$ cat src/rtl/px_pkg.sv
package px_pkg;
  localparam int CH_W  = 8;
  localparam int PIX_W = 4 * CH_W;
  localparam int RGB_W = 3 * CH_W;
  localparam int PRD_W = 2 * CH_W;

  typedef enum logic [1:0] {
    AM_KEEP    = 2'd0,
    AM_REPLACE = 2'd1,
    AM_SCALE   = 2'd2,
    AM_RSVD    = 2'd3
  } amode_e;

  // optional ones' complement of an alpha value
  function automatic logic [CH_W-1:0] f_inv(input logic [CH_W-1:0] a, input logic en);
    return en ? ~a : a;
  endfunction

  // rounded division of a product by 255
  function automatic logic [CH_W-1:0] f_div255(input logic [PRD_W-1:0] x);
    logic [PRD_W:0] t;
    logic [PRD_W:0] s;
    t = {1'b0, x} + (PRD_W+1)'(128);
    s = t + (t >> CH_W);
    return s[PRD_W-1:CH_W];
  endfunction

  // exchange the outer colour bytes of a 24-bit colour
  function automatic logic [RGB_W-1:0] f_rgb_swap(input logic [RGB_W-1:0] c, input logic en);
    return en ? {c[CH_W-1:0], c[2*CH_W-1:CH_W], c[RGB_W-1:2*CH_W]} : c;
  endfunction
endpackage

$ cat src/rtl/px_alpha_unit.sv
module px_alpha_unit
  import px_pkg::*;
(
  input  logic [1:0]      amode,
  input  logic [CH_W-1:0] cst_alpha,
  input  logic            ainv,
  input  logic [CH_W-1:0] alpha_in,
  output logic [CH_W-1:0] alpha_out
);
  logic [CH_W-1:0]  eff_in;
  logic [CH_W-1:0]  eff_cst;
  logic [PRD_W-1:0] prod;
  logic [CH_W-1:0]  scaled;
  amode_e           mode;

  assign eff_in  = f_inv(alpha_in, ainv);
  assign eff_cst = f_inv(cst_alpha, ainv);
  assign prod    = PRD_W'(eff_in) * PRD_W'(eff_cst);
  assign scaled  = f_div255(prod);
  assign mode    = amode_e'(amode);

  always_comb begin
    unique case (mode)
      AM_REPLACE: alpha_out = eff_cst;
      AM_SCALE:   alpha_out = scaled;
      default:    alpha_out = eff_in;
    endcase
  end
endmodule

$ cat src/rtl/px_chan_swap.sv
module px_chan_swap #(
  parameter int W = 8
) (
  input  logic [4*W-1:0] word_in,
  input  logic           swap_en,
  output logic [4*W-1:0] word_out
);
  localparam int LANES = 4;

  for (genvar g = 0; g < LANES; g++) begin : g_lane
    // lanes 0 and 2 trade places, lanes 1 and 3 stay
    localparam int ALT = (g == 0) ? 2 : (g == 2) ? 0 : g;
    assign word_out[g*W +: W] = swap_en ? word_in[ALT*W +: W] : word_in[g*W +: W];
  end
endmodule

$ cat src/rtl/px_stage_reg.sv
module px_stage_reg #(
  parameter int W = 32
) (
  input  logic         clk,
  input  logic         rst_n,
  input  logic         in_valid,
  output logic         in_ready,
  input  logic [W-1:0] in_data,
  output logic         out_valid,
  input  logic         out_ready,
  output logic [W-1:0] out_data
);
  logic load;

  assign in_ready = !out_valid || out_ready;
  assign load     = in_valid && in_ready;

  always_ff @(posedge clk) begin
    if (!rst_n) begin
      out_valid <= 1'b0;
      out_data  <= '0;
    end else begin
      if (in_ready) out_valid <= in_valid;
      if (load)     out_data  <= in_data;
    end
  end

  AST_STALL_HOLD: assert property (@(posedge clk) disable iff (!rst_n)
    out_valid && !out_ready |=> out_valid && $stable(out_data));
  AST_STALL_BLOCKS: assert property (@(posedge clk) disable iff (!rst_n)
    out_valid && !out_ready |-> !in_ready);
  AST_LOAD_SHOWS: assert property (@(posedge clk) disable iff (!rst_n)
    load |=> out_valid && out_data == $past(in_data));
endmodule

$ cat src/rtl/px_alpha_stage.sv
module px_alpha_stage
  import px_pkg::*;
(
  input  logic             clk,
  input  logic             rst_n,
  input  logic [1:0]       cfg_amode,
  input  logic [CH_W-1:0]  cfg_alpha,
  input  logic             cfg_ainv,
  input  logic             cfg_rbswap,
  input  logic             in_valid,
  output logic             in_ready,
  input  logic [PIX_W-1:0] in_pixel,
  output logic             out_valid,
  input  logic             out_ready,
  output logic [PIX_W-1:0] out_pixel,
  input  logic [PIX_W-1:0] lut_entry_in,
  output logic [PIX_W-1:0] lut_entry_out,
  input  logic [RGB_W-1:0] const_rgb_in,
  output logic [RGB_W-1:0] const_rgb_out
);
  logic [CH_W-1:0]  px_alpha;
  logic [PIX_W-1:0] px_swapped;
  logic [PIX_W-1:0] px_next;
  logic [PIX_W-1:0] lut_pre;
  logic             accept;
  logic [CH_W-1:0]  cst_seen;

  // stream path: alpha policy, channel order, one register
  px_alpha_unit u_alpha (
    .amode     (cfg_amode),
    .cst_alpha (cfg_alpha),
    .ainv      (cfg_ainv),
    .alpha_in  (in_pixel[PIX_W-1 -: CH_W]),
    .alpha_out (px_alpha)
  );

  px_chan_swap #(.W(CH_W)) u_px_swap (
    .word_in  (in_pixel),
    .swap_en  (cfg_rbswap),
    .word_out (px_swapped)
  );

  assign px_next = {px_alpha, px_swapped[RGB_W-1:0]};

  px_stage_reg #(.W(PIX_W)) u_reg (
    .clk       (clk),
    .rst_n     (rst_n),
    .in_valid  (in_valid),
    .in_ready  (in_ready),
    .in_data   (px_next),
    .out_valid (out_valid),
    .out_ready (out_ready),
    .out_data  (out_pixel)
  );

  // side paths for table entries and the constant colour
  assign lut_pre = {f_inv(lut_entry_in[PIX_W-1 -: CH_W], cfg_ainv), lut_entry_in[RGB_W-1:0]};

  px_chan_swap #(.W(CH_W)) u_lut_swap (
    .word_in  (lut_pre),
    .swap_en  (cfg_rbswap),
    .word_out (lut_entry_out)
  );

  assign const_rgb_out = f_rgb_swap(const_rgb_in, cfg_rbswap);

  // observation wires for the checks below
  assign accept   = in_valid && in_ready;
  assign cst_seen = cfg_ainv ? (8'hFF - cfg_alpha) : cfg_alpha;

  AST_GREEN_KEEP: assert property (@(posedge clk) disable iff (!rst_n)
    accept |=> out_pixel[2*CH_W-1:CH_W] == $past(in_pixel[2*CH_W-1:CH_W]));
  AST_REPLACE_CONST: assert property (@(posedge clk) disable iff (!rst_n)
    accept && cfg_amode == 2'd1 |=> out_pixel[PIX_W-1 -: CH_W] == $past(cst_seen));
  AST_SCALE_ZERO: assert property (@(posedge clk) disable iff (!rst_n)
    accept && cfg_amode == 2'd2 && cst_seen == 8'd0 |=> out_pixel[PIX_W-1 -: CH_W] == 8'd0);
  AST_SCALE_UNITY: assert property (@(posedge clk) disable iff (!rst_n)
    accept && cfg_amode == 2'd2 && cst_seen == 8'hFF
    |=> out_pixel[PIX_W-1 -: CH_W] == $past(cfg_ainv ? ~in_pixel[PIX_W-1 -: CH_W]
                                                       : in_pixel[PIX_W-1 -: CH_W]));
  AST_LUT_GREEN: assert property (@(posedge clk) disable iff (!rst_n)
    lut_entry_out[2*CH_W-1:CH_W] == lut_entry_in[2*CH_W-1:CH_W]);
endmodule

$ cat config.mk
export PLATFORM = sky130hd
export DESIGN_NAME = px_alpha_stage
export DESIGN_NICKNAME = d
export VERILOG_FILES = /design/src/rtl/px_pkg.sv /design/src/rtl/px_alpha_unit.sv /design/src/rtl/px_chan_swap.sv /design/src/rtl/px_stage_reg.sv /design/src/rtl/px_alpha_stage.sv
export SDC_FILE = /design/constraint.sdc
export NUM_CORES = 1
export LEC_CHECK = 0
export BUFFER_PORTS_ARGS = -buffer_cell sky130_fd_sc_hd__buf_2
export CAP_MARGIN = 25
export CORE_UTILIZATION = 47
export CTS_CLUSTER_SIZE = 8
export DETAILED_ROUTE_END_ITERATION = 7
export MAX_ROUTING_LAYER = met4
export PLACE_DENSITY_LB_ADDON = 0.15
export SLEW_MARGIN = 40
export SYNTH_ARGS = -nofsm -noshare
export SYNTH_HDL_FRONTEND = slang
export SYNTH_SLANG_ARGS = --single-unit
$ cat constraint.sdc
create_clock -name clk -period 8.6 [get_ports clk]
set_input_delay 2.58 -clock clk [delete_from_list [all_inputs] [get_ports clk]]
set_output_delay 2.58 -clock clk [all_outputs]
set_load 0.02 [all_outputs]
==> results of run 1 <==
-- worst max-delay path, delay by kind of cell --
family                   cells  cell delay, ps
XOR/XNOR                     1             210
buffers and inverters        3             260
AO/OA/AOI/OAI                7            1550
adder cells (fa/ha/maj)      7            3220
AND/OR/NAND/NOR              3             600
-- logic make-up (layout without fill, tap and decap cells) --
kind of cell | Yosys count | count (layout)
and+or+nand+nor | 201 | 201
DFF | 33 | 33
muxes | 51 | 51
xor gates and xnor gates | 26 | 26
buffers and inverters | 133 | 269
adders and majority gates | 90 | 90
AOI/OAI and AO/OA | 169 | 169
-- registers in the layout, summed over array words and instances, names as in the netlist --
signal / count
u_reg.out_valid: 1
u_reg.out_data: 32
-- final timing paths --
check,slack [ps],startpoint,cells past startpoint,endpoint
worst max-delay path,300,in_pixel[26],21,u_reg.out_data[28]
worst min-delay path,460,u_reg.out_data[13],2,u_reg.out_data[13]
worst min register to register,460,u_reg.out_data[13],2,u_reg.out_data[13]
worst max register to register,6700,u_reg.out_valid,8,u_reg.out_data[29]
-- synth_stat cells (all sizes together), types with 5 or more instances --
| master | count | area [um2] |
|---|---|---|
| mux2i | 18 | 180 |
| a221o | 7 | 70.1 |
| o221ai | 7 | 61.3 |
| buf | 26 | 159 |
| o21ai | 38 | 194 |
| xor2 | 13 | 114 |
| o22ai | 20 | 125 |
| nand2b | 19 | 119 |
| xnor2 | 11 | 104 |
| nor2b | 11 | 68.8 |
| fa | 37 | 741 |
| a31oi | 7 | 43.8 |
| inv | 67 | 251 |
| dfxtp | 33 | 661 |
| nand3 | 20 | 100 |
| mux2 | 33 | 372 |
| o211ai | 5 | 37.5 |
| o211a | 17 | 170 |
| a21oi | 24 | 135 |
| nor2 | 25 | 93.8 |
| o21bai | 5 | 48.8 |
| nand2 | 107 | 402 |
| a21boi | 11 | 86.3 |
| clkbuf | 39 | 146 |
| ha | 52 | 651 |
-- stage by stage --
stage          setup WS, ps  instance area, um2  hold WS, ps  util (%)  setup TNS (ps)
2_1_floorplan          41.0                5600          541         -               0
3_3_place_gp           42.2                6510          450      56.7               0
5_1_grt                2.72                6710          505      58.5               0
3_5_place_dp          -53.1                6510          459      56.8            -156
6_report                298                6710          465      58.5               0
4_1_cts                 212                6670          467      58.1               0
-- metal layers --
metal	vias up	global-route usage, %	part of all wire [%]
li1	2695	-	-
met1	2621	37.7	44
met2	226	45.5	46
met3	43	4.16	7.1
met4	0	8.09	2.5
met5	-	-	0
-- area by class of cell --
class / count / area, um2 / area share [%]
Tap cell: 143 / 179 / 2.67
Timing Repair Buffer: 193 / 1060 / 15.8
Clock inverter: 1 / 5.00 / 0.0746
Inverter: 68 / 255 / 3.81
Multi-Input combinational cell: 537 / 4390 / 65.5
Clock buffer: 7 / 153 / 2.28
Sequential cell: 33 / 661 / 9.85
-- placed cells by master, fill, tap and decap left out, drive strengths merged, types with 7 or more instances in the layout --
| cell | Yosys | final |
|---|---|---|
| a21boi | 11 | 11 |
| a21oi | 24 | 24 |
| a221o | 7 | 7 |
| a31oi | 7 | 7 |
| buf | 26 | 192 |
| clkbuf | 39 | 8 |
| dfxtp | 33 | 33 |
| fa | 37 | 37 |
| ha | 52 | 52 |
| inv | 67 | 67 |
| mux2 | 33 | 33 |
| mux2i | 18 | 18 |
| nand2 | 107 | 107 |
| nand2b | 19 | 19 |
| nand3 | 20 | 20 |
| nor2 | 25 | 25 |
| nor2b | 11 | 11 |
| o211a | 17 | 17 |
| o21ai | 38 | 38 |
| o221ai | 7 | 7 |
| o22ai | 20 | 20 |
| xnor2 | 11 | 11 |
| xor2 | 13 | 13 |
-- repair_timing --
item | CTS | global route
setup buffers | 0 | 0
endpoints found under the hold margin | 0 | 0
resized for setup | 0 | 12
endpoints found under the setup margin | 0 | 7
hold buffers | 0 | 0
-- report_power, final --
group          total (mW)  internal [mW]  switching, mW
logic                1.53          0.628          0.905
clock network       0.190          0.123         0.0671
registers           0.180          0.171        0.00933
==> flow_summary.json, run 1 <==
{
  "core_area_um2": 11500,
  "drc": 0,
  "dr.pass1.iters": 5,
  "period_share_pct": 96.5,
  "synth-simple-area-share_pct": 16.2,
  "relSlewSlack_pct": 58.4,
  "syn_avg_cell_area_um2": 7.93,
  "yosysWarnings": 0,
  "drv_slew": 0,
  "die_y_um": 111,
  "synth_area_um2": 5580,
  "synth_top_family_by_area": "adder cells",
  "path_clk_slew_ps": 50,
  "cts_root_buf": "clkbuf_16",
  "insertion_delay_ps": 280,
  "p_leak_nw": 3.47,
  "endpoint_kind": "register",
  "crit_chain": "buf_2 -> nand2b_1 -> o21ai_0 -> fa_1 -> fa_1 -> fa_1 -> inv_1 -> fa_1 -> inv_1 -> ha_1 -> o2111ai_1 -> nand3b_1 -> xor2_2 -> ha_1 -> and3_1 -> a221o_1 -> maj3_2 -> a21boi_2 -> o21ai_2 -> a21oi_1 -> o311ai_0",
  "ys_seq_elements": 33,
  "rsz0062_at_grt": "false",
  "critPathMaxFanout": 9,
  "grt_pass1_vias": 5499,
  "path_class": "primary input to register",
  "cp_slowest_cell": "fa_1",
  "rows": 39,
  "start_util_pct": 48.6,
  "synth-compound-area-share_pct": 22.2,
  "fmax_ghz": 0.120,
  "fillers": 1113,
  "finalPower_mw": 1.90,
  "synth_adder_area_share_pct": 25.2,
  "outcome": "completed",
  "io_pins": 194,
  "area_growth_pct": 20.2,
  "hold_viol": 0,
  "die_x_um": 111,
  "cp.arrival_ps": 8430,
  "cp.required_ps": 8730,
  "grt_max_degree": 53,
  "synthArstFlopShare_pct": 0,
  "ant_nets": 0,
  "crit_path_start_kind": "primary input",
  "finalWorstPathRequiredPeriod_ps": 8300,
  "syn_inst": 703,
  "synthMuxAreaShare_pct": 9.89,
  "synth.yosys.seq_area_share_pct": 11.8,
  "yosysUniqueCellTypes": 61,
  "grt-ovfl-total": 0,
  "critPathMostFrequentCell": "fa_1",
  "antenna_found_initial": 0,
  "grt_pass1_wl_um": 27900,
  "synth_xor_xnor_area_share_pct": 4.71,
  "skew_ps": 5.02,
  "antennaDiodeCount": 0,
  "min_path_type": "register to register",
  "track_usage_pct": 28.6,
  "routed-via-count": 5585,
  "clock_sinks": 33,
  "synth_nets": 896,
  "dieArea_um2": 12300,
  "drive_above_1_share_pct": 30.3,
  "cts_buffers": 5,
  "slowest_delay_ps": 560,
  "layoutNonFillerInstCount": 982,
  "synth_ff_type": "dfxtp_1",
  "synth_edf_count": 0,
  "placed_cells": 974,
  "cts_tree": "done",
  "nets": 1031,
  "gp_congestion": 0.923,
  "tightestPinTransition_ps": 623,
  "cts.path.max_buffers": 2,
  "ctsHtreeMaxLevel": 2,
  "report.final.setup_viol": 0,
  "wl_per_cell_um": 17.3,
  "dpl.hpwl_um": 14000,
  "drt_first_iter_violations": 353,
  "viasPerCell": 5.69,
  "p_per_area_nw_per_um2": 284,
  "port_buffers": 161,
  "max_cap_violations": 0,
  "routed_wl_um": 16900,
  "ir_drop_v": 0.000258
}
Power figures use the tool's default switching activity.
==> inputs of run 2 (changes only) <==
==> constraint.sdc (replaced) <==
create_clock -name clk -period 8.6 [get_ports clk]
set_input_delay 0 -clock clk [delete_from_list [all_inputs] [get_ports clk]]
set_output_delay 0 -clock clk [all_outputs]
set_load 0.02 [all_outputs]
==> flow_summary.json, run 2 (synthesis gave the netlist of run 1 again) <==
{
  "min_path_type": "primary input to output pin",
  "drc": 0,
  "crit_chain": "buf_2 -> buf_4 -> nand2b_1 -> o21ai_0 -> fa_1 -> fa_1 -> fa_1 -> inv_1 -> fa_1 -> inv_1 -> ha_1 -> a21o_1 -> o21bai_1 -> xnor2_1 -> inv_1 -> ha_1 -> and3_1 -> a221o_1 -> maj3_2 -> a21oi_1 -> nor2_1 -> o21ai_0 -> nand3_1",
  "routed-via-count": 5494,
  "path_clk_slew_ps": 50,
  "stdcell_area_um2": 6540,
  "rows": 39,
  "max_cap_violations": 0,
  "cts_buffers": 5,
  "core_area_um2": 11500,
  "largest_reg_flops": 32,
  "wl_per_cell_um": 17.3,
  "period_share_pct": 79.3,
  "post_cts_buffers": 0,
  "cts.path.max_buffers": 2,
  "cp.required_ps": 8750,
  "cp_slowest_cell": "fa_1",
  "post_cts_resized": 0,
  "grt-ovfl-total": 0,
  "fin_tns_setup_ps": 0,
  "rsz0062_at_grt": "false",
  "slowest_delay_ps": 600,
  "dieArea_um2": 12300,
  "report.final.setup_viol": 0,
  "finalWorstPathRequiredPeriod_ps": 6820,
  "hold_viol": 0,
  "final_common_cell": "buf_2",
  "endpoint_kind": "register",
  "path_class": "primary input to register",
  "layout_top_registers": "u_reg.out_data (32), u_reg.out_valid (1)",
  "insertion_delay_ps": 270,
  "p_per_area_nw_per_um2": 272,
  "grt_max_degree": 54,
  "dpl_cell_area_um2": 6270,
  "dr.pass1.iters": 5,
  "area_growth_pct": 17.2,
  "clock_sinks": 33,
  "ant_nets": 0,
  "gp_congestion": 1.02,
  "critPathMostFrequentCell": "fa_1",
  "routed_wl_um": 16700,
  "regMostFlops": "u_reg.out_data",
  "layout_common_cells": "160 x buf_2, 107 x nand2_1, 67 x inv_1",
  "drt_first_iter_violations": 334,
  "critPathMaxFanout": 41,
  "grt_pass1_vias": 5242,
  "track_usage_pct": 27.8,
  "p_leak_nw": 3.35,
  "viasPerCell": 5.72,
  "start_util_pct": 48.6,
  "cts_tree": "done",
  "dpl.hpwl_um": 13600,
  "nets": 1010,
  "cp.arrival_ps": 6970,
  "die_x_um": 111,
  "ir_drop_v": 0.000250,
  "drive_above_1_share_pct": 26.2,
  "critPathTopFamily": "adder cells",
  "crit_path_start_kind": "primary input",
  "port_buffers": 161,
  "grt_pass1_wl_um": 26900,
  "fmax_ghz": 0.147,
  "ctsHtreeMaxLevel": 2,
  "drv_slew": 0,
  "postCtsHoldBufs": 9,
  "die_y_um": 111,
  "path_buf_inv": 5,
  "antenna_found_initial": 0,
  "antennaDiodeCount": 0,
  "relSlewSlack_pct": 56.5,
  "io_pins": 194,
  "outcome": "completed",
  "skew_ps": 1.70,
  "cts_root_buf": "clkbuf_16",
  "tightestPinTransition_ps": 652
}
[run 2: cell count changes in the layout (fill, tap and decap cells not counted), sizes merged]
cell         previous run  this run
clkinv                  2         1
buf                   192       163
dlygate4sd3             0         9
clkbuf                  8         7
bufinv                  0         1
[run 2: metal layers]
| layer | share of wire [%] | GRT usage [%] | vias up |
|---|---|---|---|
| li1 | - | - | 2644 |
| met1 | 41 | 34.9 | 2538 |
| met2 | 48 | 46.3 | 272 |
| met3 | 8.5 | 5.41 | 40 |
| met4 | 2.0 | 6.13 | 0 |
| met5 | 0 | - | - |
[run 2: where the power goes]
group	total [mW]	switching [mW]	internal, mW
sequential	0.179	0.00824	0.171
clock	0.206	0.0611	0.145
combinational	1.40	0.860	0.536
total	1.78	0.929	0.851
[run 2: cell type report]
class / instances / area (um2)
clock buffers: 7 / 143
well taps: 143 / 179
multi-input cells: 537 / 4360
fillers: 1049 / 4930
clock inverters: 1 / 30.0
repair buffers: 172 / 913
flip-flops and latches: 33 / 661
inverters: 68 / 255
[run 2: per-stage QoR]
step	util, %	setup slack (ps)	std cells	hold WS, ps	power, mW
floorplan	-	2180	703	113	1.22
global placement	54.7	1780	944	0.137	1.52
detailed placement	54.7	1600	944	0.137	1.54
CTS	57.0	1850	961	0.137	1.76
global route	57.0	1320	961	0.0305	1.95
finish	57.0	1780	961	0.00729	1.78
[run 2: final timing paths]
path                                    startpoint                  to  slack (ps)  depth (start not counted)
worst max-delay path                      cfg_ainv  u_reg.out_data[27]        1780                         23
worst min-delay path              const_rgb_in[14]   const_rgb_out[14]       0.007                          0
worst max register to register     u_reg.out_valid  u_reg.out_data[29]        6270                          9
worst min register to register  u_reg.out_data[11]  u_reg.out_data[11]         460                          2
